===== config.mk =====
export PLATFORM = sky130hd
export DESIGN_NAME = hb_decim2
export DESIGN_NICKNAME = d
export VERILOG_FILES = /design/src/rtl/hb_pkg.sv /design/src/rtl/hb_ctrl.sv /design/src/rtl/hb_datapath.sv /design/src/rtl/hb_decim2.sv
export SDC_FILE = /design/constraint.sdc
export NUM_CORES = 1
export LEC_CHECK = 0
export ABC_AREA = 1
export ABC_CLOCK_PERIOD_IN_PS = 6000
export BUFFER_PORTS_ARGS = -buffer_cell sky130_fd_sc_hd__buf_2
export CORE_MARGIN = 4
export CORE_UTILIZATION = 42
export CTS_CLUSTER_SIZE = 10
export DETAILED_ROUTE_END_ITERATION = 16
export RECOVER_POWER = 100
export SLEW_MARGIN = 20
export SYNTH_ARGS = -nofsm -noshare
export SYNTH_HDL_FRONTEND = slang
export SYNTH_SLANG_ARGS = --single-unit

===== constraint.sdc =====
create_clock -name clk -period 6 [get_ports clk]
set_clock_uncertainty 0.05 [all_clocks]
set_input_delay 0 -clock clk [delete_from_list [all_inputs] [get_ports clk]]
set_output_delay 0 -clock clk [all_outputs]
set_load 0.02 [all_outputs]

===== src/rtl/hb_pkg.sv =====
package hb_pkg;

  // Number of non-centre coefficient pairs is HB_K+1, tap count 4*HB_K+3.
  parameter int HB_K      = 2;
  parameter int COEF_W    = 16;
  parameter int COEF_FRAC = 15;

  localparam int NTAPS  = 4 * HB_K + 3;
  localparam int NPAIRS = HB_K + 1;
  localparam int CENTRE = (NTAPS - 1) / 2;

  typedef logic signed [COEF_W-1:0] coef_t;

  // Pair p covers taps 2p and NTAPS-1-2p (outermost pair first).
  // The values sum, doubled and with the centre half, to exactly one.
  function automatic coef_t pairCoef(input int p);
    case (p)
      0:       return coef_t'(310);
      1:       return coef_t'(-1772);
      2:       return coef_t'(9654);
      default: return coef_t'(0);
    endcase
  endfunction

  // Strobes from the control sequencer to the datapath.
  typedef struct packed {
    logic shiftEn;   // accept a new sample into the delay line
    logic preAddEn;  // form symmetric pair sums on the kept phase
    logic mulEn;     // register the pair products and centre term
    logic outEn;     // load the rounded, clipped result
  } hb_ctl_t;

endpackage


===== src/rtl/hb_ctrl.sv =====
module hb_ctrl (
  input  logic             clk,
  input  logic             rstN,
  input  logic             inValid,
  output hb_pkg::hb_ctl_t  ctl,
  output logic             outValid
);

  logic phaseQ;      // 1 when the next accepted sample completes a pair
  logic fireQ;
  logic preValidQ;
  logic mulValidQ;
  logic outValidQ;

  always_ff @(posedge clk or negedge rstN) begin
    if (!rstN) begin
      phaseQ    <= 1'b0;
      fireQ     <= 1'b0;
      preValidQ <= 1'b0;
      mulValidQ <= 1'b0;
      outValidQ <= 1'b0;
    end else begin
      if (inValid) phaseQ <= ~phaseQ;
      fireQ     <= inValid & phaseQ;
      preValidQ <= fireQ;
      mulValidQ <= preValidQ;
      outValidQ <= mulValidQ;
    end
  end

  always_comb begin
    ctl.shiftEn  = inValid;
    ctl.preAddEn = fireQ;
    ctl.mulEn    = preValidQ;
    ctl.outEn    = mulValidQ;
  end

  assign outValid = outValidQ;

  // an output pulse lasts one cycle.
  p_single_pulse_r4: assert property (@(posedge clk) disable iff (!rstN)
    outValidQ |=> !outValidQ);

  // every output pulse traces back to an accepted sample four cycles earlier.
  p_latency_r5: assert property (@(posedge clk) disable iff (!rstN)
    outValidQ |-> $past(inValid, 4));

  // the first sample of a pair never starts a computation.
  p_first_of_pair_r2: assert property (@(posedge clk) disable iff (!rstN)
    (inValid && !phaseQ) |=> !fireQ);

endmodule


===== src/rtl/hb_datapath.sv =====
module hb_datapath #(
  parameter int DATA_W = 12,
  parameter int OUT_W  = 12
) (
  input  logic                     clk,
  input  logic                     rstN,
  input  hb_pkg::hb_ctl_t          ctl,
  input  logic signed [DATA_W-1:0] inData,
  output logic signed [OUT_W-1:0]  outData
);
  import hb_pkg::*;

  localparam int PRE_W  = DATA_W + 1;
  localparam int PROD_W = PRE_W + COEF_W;
  localparam int ACC_W  = PROD_W + $clog2(NPAIRS + 1) + 1;

  localparam logic signed [ACC_W-1:0] HALF_LSB =
    {{(ACC_W-COEF_FRAC){1'b0}}, 1'b1, {(COEF_FRAC-1){1'b0}}};
  localparam logic signed [ACC_W-1:0] OUT_MAX =
    {{(ACC_W-OUT_W+1){1'b0}}, {(OUT_W-1){1'b1}}};
  localparam logic signed [ACC_W-1:0] OUT_MIN =
    {{(ACC_W-OUT_W+1){1'b1}}, {(OUT_W-1){1'b0}}};

  logic signed [DATA_W-1:0] delayLine [NTAPS];
  logic signed [PRE_W-1:0]  preAddQ   [NPAIRS];
  logic signed [PROD_W-1:0] prodQ     [NPAIRS];
  logic signed [DATA_W-1:0] centreQ;
  logic signed [PROD_W-1:0] centreTermQ;

  logic signed [ACC_W-1:0] accSum;
  logic signed [ACC_W-1:0] rndSum;
  logic signed [ACC_W-1:0] rounded;
  logic signed [OUT_W-1:0] clipped;

  // Delay line: newest sample at index 0.
  always_ff @(posedge clk or negedge rstN) begin
    if (!rstN) begin
      for (int i = 0; i < NTAPS; i++) delayLine[i] <= '0;
    end else if (ctl.shiftEn) begin
      delayLine[0] <= inData;
      for (int i = 1; i < NTAPS; i++) delayLine[i] <= delayLine[i-1];
    end
  end

  // Pre-add symmetric pairs, only on the kept phase.
  always_ff @(posedge clk or negedge rstN) begin
    if (!rstN) begin
      for (int p = 0; p < NPAIRS; p++) preAddQ[p] <= '0;
      centreQ <= '0;
    end else if (ctl.preAddEn) begin
      for (int p = 0; p < NPAIRS; p++)
        preAddQ[p] <= PRE_W'(delayLine[2*p]) + PRE_W'(delayLine[NTAPS-1-2*p]);
      centreQ <= delayLine[CENTRE];
    end
  end

  // One multiply per pair; centre coefficient 1/2 is a shift.
  always_ff @(posedge clk or negedge rstN) begin
    if (!rstN) begin
      for (int p = 0; p < NPAIRS; p++) prodQ[p] <= '0;
      centreTermQ <= '0;
    end else if (ctl.mulEn) begin
      for (int p = 0; p < NPAIRS; p++)
        prodQ[p] <= PROD_W'(preAddQ[p]) * PROD_W'(pairCoef(p));
      centreTermQ <= PROD_W'(centreQ) <<< (COEF_FRAC - 1);
    end
  end

  // Full-precision sum, half-up rounding, clipping.
  always_comb begin
    accSum = ACC_W'(centreTermQ);
    for (int p = 0; p < NPAIRS; p++) accSum = accSum + ACC_W'(prodQ[p]);
    rndSum  = accSum + HALF_LSB;
    rounded = rndSum >>> COEF_FRAC;
    if (rounded > OUT_MAX)      clipped = OUT_MAX[OUT_W-1:0];
    else if (rounded < OUT_MIN) clipped = OUT_MIN[OUT_W-1:0];
    else                        clipped = rounded[OUT_W-1:0];
  end

  always_ff @(posedge clk or negedge rstN) begin
    if (!rstN)          outData <= '0;
    else if (ctl.outEn) outData <= clipped;
  end

  // an overflowing positive result lands on the upper limit.
  p_clip_high_r8: assert property (@(posedge clk) disable iff (!rstN)
    (ctl.outEn && (rounded > OUT_MAX)) |=> (outData == OUT_MAX[OUT_W-1:0]));

  // an overflowing negative result lands on the lower limit.
  p_clip_low_r8: assert property (@(posedge clk) disable iff (!rstN)
    (ctl.outEn && (rounded < OUT_MIN)) |=> (outData == OUT_MIN[OUT_W-1:0]));

  // the pair sums move only after a new sample has entered the line.
  p_preadd_follows_shift_r2: assert property (@(posedge clk) disable iff (!rstN)
    ctl.preAddEn |-> $past(ctl.shiftEn));

endmodule


===== src/rtl/hb_decim2.sv =====
module hb_decim2 #(
  parameter int DATA_W = 12,
  parameter int OUT_W  = 12
) (
  input  logic                     clk,
  input  logic                     rstN,
  input  logic                     inValid,
  input  logic signed [DATA_W-1:0] inData,
  output logic                     outValid,
  output logic signed [OUT_W-1:0]  outData
);

  hb_pkg::hb_ctl_t ctl;

  hb_ctrl i_ctrl (
    .clk      (clk),
    .rstN     (rstN),
    .inValid  (inValid),
    .ctl      (ctl),
    .outValid (outValid)
  );

  hb_datapath #(.DATA_W(DATA_W), .OUT_W(OUT_W)) i_datapath (
    .clk     (clk),
    .rstN    (rstN),
    .ctl     (ctl),
    .inData  (inData),
    .outData (outData)
  );

  // between pulses the output word is held.
  p_hold_r6: assert property (@(posedge clk) disable iff (!rstN)
    !outValid |-> $stable(outData));

  // nothing is emitted on the first cycle after reset.
  p_reset_quiet_r1: assert property (@(posedge clk)
    $rose(rstN) |-> (!outValid && (outData == '0)));

endmodule


After elaboration in Yosys (flattened, before gate mapping)
Cells that the tools add are included.

cells by class
  add/subtract/negate cells = 7
  multipliers = 3
  magnitude comparators = 2
  muxes and demuxes = 5
  bitwise gates (word level) = 2

operators by type and width
  kind                                                  count
  multiplier 13 x 16 -> 29 bit                          3
  2-to-1 mux 16 bit                                     3
  adder 12 x 12 -> 13 bit                               3
  adder 32 x 16 -> 32 bit, second input constant        1
  adder 32 x 29 -> 32 bit                               1
  adder 30 x 29 -> 31 bit                               1
  adder 26 x 29 -> 30 bit                               1
  2-to-1 mux 12 bit                                     2
  > comparator 17 x 12 -> 1 bit, second input constant  1
  < comparator 17 x 12 -> 1 bit, second input constant  1
  bitwise AND 1 bit                                     1
  inverter 1 bit                                        1

storage, ports and cells
  flip-flop bits (word level) = 299
  input port bits = 15
  output and inout bits = 13
  logic and storage cells = 44

Depth between registers and ports, before layout
Gate-level depths: netlist of run 1.

  word-level depth = 7
  gate-level depth with buffers = 34
  depth with buffers taken out = 33

Modules after synthesis
From an unflattened synthesis of run 1, not the netlist that was laid out.

second synthesis, totals
  cell total of the unflattened synthesis = 2882
  area, all modules = 24976.5 um^2

by module, submodules not included
  module       times used  cells each  area each (um^2)
  hb_datapath  1           2866        24795.0
  hb_ctrl      1           16          181.4

Worst setup path before layout of run 1
Ideal clock, no wire load.

  path kind = register to register
  start = register i_datapath.preAddQ[17] (netlist name)
  end = register i_datapath.prodQ[56] (netlist name)
  setup time = 0.135 ns
  arrival time = 5.004 ns
  required time = 5.815 ns
  setup slack = 0.812 ns
  stages on the path, launching flop included = 20
  buffers on the path = 0
  clock period less this slack = 5.188 ns
  path through = dfrtp_1 fa_1 inv_1 fa_1 inv_1 fa_1 inv_1 fa_1 inv_1 fa_1 ha_1 ha_1 nand2_1 nor2_1 nor2_1 nor2_1 a2111oi_0 nand3_1 nand2_1 a31oi_1

on the way
  word-level cells in the longest chain between the ends = 1

RTL lines
  item                              RTL line           text
  start: declaration                hb_datapath.sv:25  logic signed [PRE_W-1:0] preAddQ [NPAIRS];
  start signal: indexed assignment  hb_datapath.sv:52  preAddQ[p] <= PRE_W'(delayLine[2*p]) + PRE_W'(delayLine[NTAPS-1-2*p]);
  multiplier 13 x 16 -> 29 bit      hb_datapath.sv:64  prodQ[p] <= PROD_W'(preAddQ[p]) * PROD_W'(pairCoef(p));
  end signal: indexed assignment    hb_datapath.sv:64
  end: declaration                  hb_datapath.sv:26  logic signed [PROD_W-1:0] prodQ [NPAIRS];

Every way passes these cells.
A chain may end at the register's enable or synchronous reset.

Final worst setup path of run 1
  start = register i_datapath.preAddQ[17] (netlist name)
  end = register i_datapath.prodQ[55] (netlist name)

Same word-level chain as after synthesis.

==> results of run 1 <==
## flip-flops by register name, indices dropped and copies added, names as in the netlist
| name | flops |
|---|---|
| i_ctrl.outValid | 1 |
| i_ctrl.phaseQ | 1 |
| i_datapath.delayLine | 132 |
| i_datapath.preAddQ | 39 |
| i_ctrl.mulValidQ | 1 |
| i_datapath.outData | 12 |
| i_datapath.centreTermQ | 12 |
| i_ctrl.preValidQ | 1 |
| i_ctrl.fireQ | 1 |
| i_datapath.prodQ | 83 |
| i_datapath.centreQ | 12 |
## final cells by class
cell class	count	area [µm²]	share of cell area [%]
clock buffers	45	1007	3.571
clock inverters	9	176.4	0.6254
inverters	512	1923	6.817
multi-input cells	2221	16270	57.69
flip-flops and latches	295	7385	26.18
well taps	782	978.4	3.469
repair buffers	65	464.2	1.646
## cell families after synthesis
logic type	synth area share [%]
fa+ha+maj	32.57
compound gates	11.01
mux	0.4794
buf+inv	8.465
flops	28.57
simple gates	15.85
xor+xnor	3.051
## through the flow
step                worst slack [ns]  hold WS [ns]  util, %  instance area [µm²]
floorplan                     0.8116       -0.3456        -                25840
CTS                           0.3713       0.01440    46.64                28250
global placement              0.4312       0.04044    44.24                26800
detailed placement            0.3605       0.03487    44.24                26800
finish                        0.5537      -0.03605    46.56                28210
global route                 0.07158       0.03050    46.56                28210
## critical path, cell delays in order, from the launching register on
cell,delay (ns)
dfrtp_1,0.48
fa_1,0.69
inv_1,0.09
fa_1,0.55
inv_1,0.14
fa_1,0.55
inv_1,0.05
fa_1,0.50
inv_1,0.06
fa_1,0.47
ha_1,0.31
ha_1,0.36
nand2_1,0.13
nor4_1,0.37
nand4_1,0.16
nand3_1,0.14
a21oi_1,0.06
o21ai_0,0.12
nand2_1,0.06
## routing by layer
| metal | track usage, % | part of all wire (%) | up-vias |
|---|---|---|---|
| met5 | 0 | 0 | - |
| met4 | 3.322 | 1.6 | 0 |
| li1 | - | - | 10081 |
| met2 | 28.80 | 45 | 226 |
| met3 | 2.523 | 3.0 | 50 |
| met1 | 26.62 | 50 | 9075 |
## Yosys cell counts (all sizes together)
cell     instances  area [µm²]
nand2          676        2552
inv            511        1918
ha             415        5192
dfrtp          295        7382
o21ai          235        1176
a21oi          200        1005
nor2           194       733.2
fa             161        3223
nand3           78       395.4
xor2            60       525.5
clkbuf          55       216.5
a31oi           40       250.2
xnor2           30       262.8
nand4           23       143.9
nor3            20       105.1
a21o            15       112.6
or2             15       93.84
o21bai          14       116.4
mux2            11       123.9
buf              9       48.80
a21boi           4       30.03
nor4             4       25.02
o211ai           4       30.03
a31o             3       26.28
nand3b           3       22.52
o21a             3       22.52
a211oi           2       15.01
a221oi           2       17.52
and2             2       12.51
and3             2       12.51
o2111ai          2       17.52
a2111oi          1       8.760
a311oi           1       8.760
clkinv           1       3.750
o31ai            1       7.510
## worst max-delay path by stage
stage | from | to | slack, ns | depth (start not counted)
after floorplan | i_datapath.preAddQ[17] | i_datapath.prodQ[56] | 0.81 | 19
after global placement | i_datapath.preAddQ[17] | i_datapath.prodQ[56] | 0.43 | 19
after detailed placement | i_datapath.preAddQ[17] | i_datapath.prodQ[56] | 0.36 | 19
after CTS | i_datapath.preAddQ[17] | i_datapath.prodQ[56] | 0.37 | 19
after global routing | i_datapath.prodQ[32] | i_datapath.outData[0] | 0.07 | 30
final | i_datapath.preAddQ[17] | i_datapath.prodQ[55] | 0.55 | 18
## timing repair
action	CTS	global route
hold endpoints to repair	167	0
hold buffers	27	0
setup endpoints to repair	0	1
gates resized for setup	0	2
==> flow_summary.ini, run 1 <==
[yosys]
synth_area_um2 = 25840
syn_avg_cell_area_um2 = 8.356
yosysSeqAreaShare_pct = 28.57
synthCells = 3092
synth_nets = 3683
synth_warnings = 0
ys_ff_latch = 295
yosysUniqueCellTypes = 45

[route]
drt-initial-drc-count = 1227
drt.antenna.violating_nets = 0
routedWlPerCell_um = 15.04
route.detailed.drc = 0
vias = 19432
viasPerCell = 4.946
drt-pass1-iter-count = 5
drt_wl_total_um = 59080

[critical_path]
ff2ff_path_depth = 18
worstPathArrival_ns = 5.85
r2r_end = i_datapath.prodQ[55]
ff2ff_setup_slack_ns = 0.55
worst-endpoint-required_ns = 6.41
cp-end-kind = register
path_class = reg2reg
reg2reg_from = i_datapath.preAddQ[17]
cp_max_fo = 7
start_kind = register

[placed_design]
dp_hpwl_um = 48100
place_congestion = 0.8809
placedCellCount = 3848
portBuffers = 27

[timing]
fin_crit_sh_pct = 90.77
setup_tns_ns = 0
fmax_mhz = 183.6
hold_violations = 13
worst_pin_slew_ns = 4.487
setup_viol = 0
whs_ns = -0.03605
maxSlewHeadroom_pct = -199.1
slew_violations = 420
rsz0062_at_grt = false
fin_crit_ns = 5.446

[clocking]
root_buffer = clkbuf_16
cts_inserted_buffers = 38
path_clk_slew_ns = 0.06
clk-insertion-delay-late_ns = 0.57
post_cts_buffers = 0
cts_tree = yes
cts_num_sinks = 295
cts-htree-levels = 2
cts.path.max_buffers = 3

[cells_and_area]
final_common_cell = nand2_1
drive_gt1_share_pct = 3.686
final.fill_count = 6082
final_nets = 3724
fin_cells = 3929
diodes = 0
area_delta_synth_final_pct = 9.177
final_cell_mix = nand2_1 (670), inv_1 (510), ha_1 (415), dfrtp_1 (293), o21ai_0 (234)

[die]
num_rows = 90
chipHeight_um = 256.0
io_pins = 28
fp.dieW_um = 256.0
core_um2 = 60580
initial_core_util_pct = 42.65
die-area_um2 = 65550

[run_status]
violations = negative hold slack, max-capacitance violations, max-slew violations
status = finished with violations

[run]
drv_cap = 5

[grt]
globalRouteTotalUtil_pct = 18.07
grt_max_degree = 133
grt_pass1_vias = 18985
grt-ovfl-total = 0
grt_antenna_before_repair = 0
grt_pass1_wl_um = 98100

[hold_path]
hold_class = in2async
Power of run 1 is left out: the tool's default activity adds up to more than one toggle a clock period on the data nets, which glitch-free logic cannot reach.
==> run 2: changes to the inputs <==
- CELL_PAD_IN_SITES_DETAIL_PLACEMENT: default -> 2
- CELL_PAD_IN_SITES_GLOBAL_PLACEMENT: default -> 2
- CORE_UTILIZATION: 42 -> 41
- PLACE_DENSITY_LB_ADDON: default -> 0.1
==> run 2 against run 1 <==
The run ends with max-capacitance violations, max-slew violations left. Non-clock buffer count shrank 7. Die area rose by 2.4%. Register-to-register slack worse by 0.25 ns. Design area hardly changed. Worst hold slack better by 0.19 ns. Sequential share of layout area about the same. Routed wire length increased by 43%. First-iteration DRC count fell by 25%. Cell count up 1.4%. Global-route usage is 7.4 points higher. Sequential cell count did not move. Worst setup slack got worse by 0.25 ns. Critical path type unchanged. Critical endpoint is now i_datapath.prodQ[57]. Highest routed layer unchanged.
==> flow_summary.ini, run 2 (same netlist as run 1, synthesis figures left out) <==
[run_status]
status = finished with violations
violations = max-capacitance violations, max-slew violations

[critical_path]
path_class = reg2reg
worst-endpoint-required_ns = 6.40
reg2reg_from = i_datapath.preAddQ[14]
worstPathArrival_ns = 6.09
cp-startpoint = i_datapath.preAddQ[14]
r2r_end = i_datapath.prodQ[57]
start_kind = register
crit_path_cell_trace = fa_1 -> fa_1 -> fa_1 -> inv_1 -> fa_1 -> inv_1 -> fa_1 -> ha_1 -> ha_1 -> inv_1 -> nor3_1 -> and3_1 -> nand4_1 -> a31o_2 -> nand3_1 -> nand2_1
cp_max_fo = 7
ff2ff_setup_slack_ns = 0.31
slowest_delay_ns = 0.68
cpMostUsedCell = fa_1
ff2ff_path_depth = 16
critPathSlowestCell = fa_1
cp-end-kind = register

[hold_path]
holdPathStages = 4
hold_class = in2reg
holdPathEnd = i_datapath.delayLine[126]
hold_start = inData[6]

[placed_design]
dp_hpwl_um = 68610
placedCellCount = 3907
portBuffers = 27
place_congestion = 0.8185

[timing]
fin_crit_ns = 5.695
worst_pin_slew_ns = 4.133
setup_tns_ns = 0
slew_violations = 747
maxSlewHeadroom_pct = -175.6
rsz0062_at_grt = false
hold_violations = 0
fin_crit_sh_pct = 94.91
fmax_mhz = 175.6
setup_viol = 0

[cells_and_area]
area_delta_synth_final_pct = 9.191
fin_cells = 3984
largest_reg_flops = 132
reg_top3 = i_datapath.delayLine (132), i_datapath.prodQ (83), i_datapath.preAddQ (39)
final_nets = 3718
diodes = 0
final.fill_count = 6990
regArea_um2 = 7385
multi_input_area_um2 = 16280
largest_register = i_datapath.delayLine
final_cell_mix = nand2_1 (670), inv_1 (510), ha_1 (415), dfrtp_1 (293), o21ai_0 (234)
final_common_cell = nand2_1
drive_gt1_share_pct = 3.750

[clocking]
post_cts_buffers = 0
cts-htree-levels = 2
cts_num_sinks = 295
clk-insertion-delay-late_ns = 0.58
cts_inserted_buffers = 39
cts.path.max_buffers = 3
cts_tree = yes
path_clk_slew_ns = 0.06
root_buffer = clkbuf_16

[route]
drt_wl_total_um = 84380
route.detailed.drc = 0
drt-initial-drc-count = 921
drt-pass1-iter-count = 5
vias = 20990
drt.antenna.violating_nets = 0
routedWlPerCell_um = 21.18
viasPerCell = 5.269

[grt]
globalRouteTotalUtil_pct = 25.48
grt_max_degree = 167
grt_antenna_before_repair = 1
grt-ovfl-total = 0
grt_pass1_vias = 24063
grt_pass1_wl_um = 135300

[die]
num_rows = 91
fp.dieW_um = 259.0
initial_core_util_pct = 41.64
io_pins = 28
die-area_um2 = 67100
chipHeight_um = 259.0
core_um2 = 62050

[run]
drv_cap = 9
run 2: changes by cell type in the layout (fill, tap and decap cells not counted), moves of 2 or more:
cell / change
dlygate4sd3_1: -13
clkbuf_1: +11
clkinv_16: -2
inv_16: +2
run 2: layout make-up:
class / instances / area share, %
repair buffers: 58 / 1.242
clock inverters: 10 / 0.6697
clock buffers: 51 / 3.690
flip-flops and latches: 295 / 26.18
well taps: 837 / 3.712
multi-input cells: 2221 / 57.69
inverters: 512 / 6.817
run 2: per-layer routing:
| metal | global-route usage (%) | share of wire (%) |
|---|---|---|
| met1 | 33.84 | 46 |
| met5 | 0 | 0 |
| met4 | 5.607 | 2.3 |
| met3 | 2.790 | 2.4 |
| met2 | 45.05 | 50 |
run 2: worst max-delay path: cells and delay by family (launching register included):
kind / cells / cell delay, ns
buf+inv: 3 / 0.34
fa+ha+maj: 7 / 3.60
compound gates: 1 / 0.26
flops: 1 / 0.47
simple gates: 5 / 0.82
run 2: what timing repair did:
action | 4_1_cts | 5_1_grt
gates resized for setup | 0 | 3
endpoints found under the setup margin | 0 | 1
endpoints found under the hold margin | 79 | 26
hold buffers | 14 | 1
run 2: through the flow:
stage / utilization [%] / hold slack (ns) / instance area [µm²] / worst slack, ns
floorplan: - / -0.3456 / 25840 / 0.8116
global placement: 43.35 / -0.05133 / 26900 / 0.3030
detailed placement: 43.35 / -0.04231 / 26900 / 0.09962
CTS: 45.59 / 0.007825 / 28290 / 0.04427
global route: 45.46 / 0.1340 / 28210 / 0.005567
finish: 45.46 / 0.1499 / 28210 / 0.3052
run 2: how the worst max path moves through the flow:
stage	end	slack (ns)	depth (start not counted)
final	i_datapath.prodQ[57]	0.31	16
after global routing	i_datapath.prodQ[57]	0.006	16
after CTS	i_datapath.prodQ[56]	0.04	18
after detailed placement	i_datapath.prodQ[56]	0.1	18
after global placement	i_datapath.prodQ[56]	0.30	19
after floorplan	i_datapath.prodQ[56]	0.81	19
Power of run 2 is left out for the same reason.
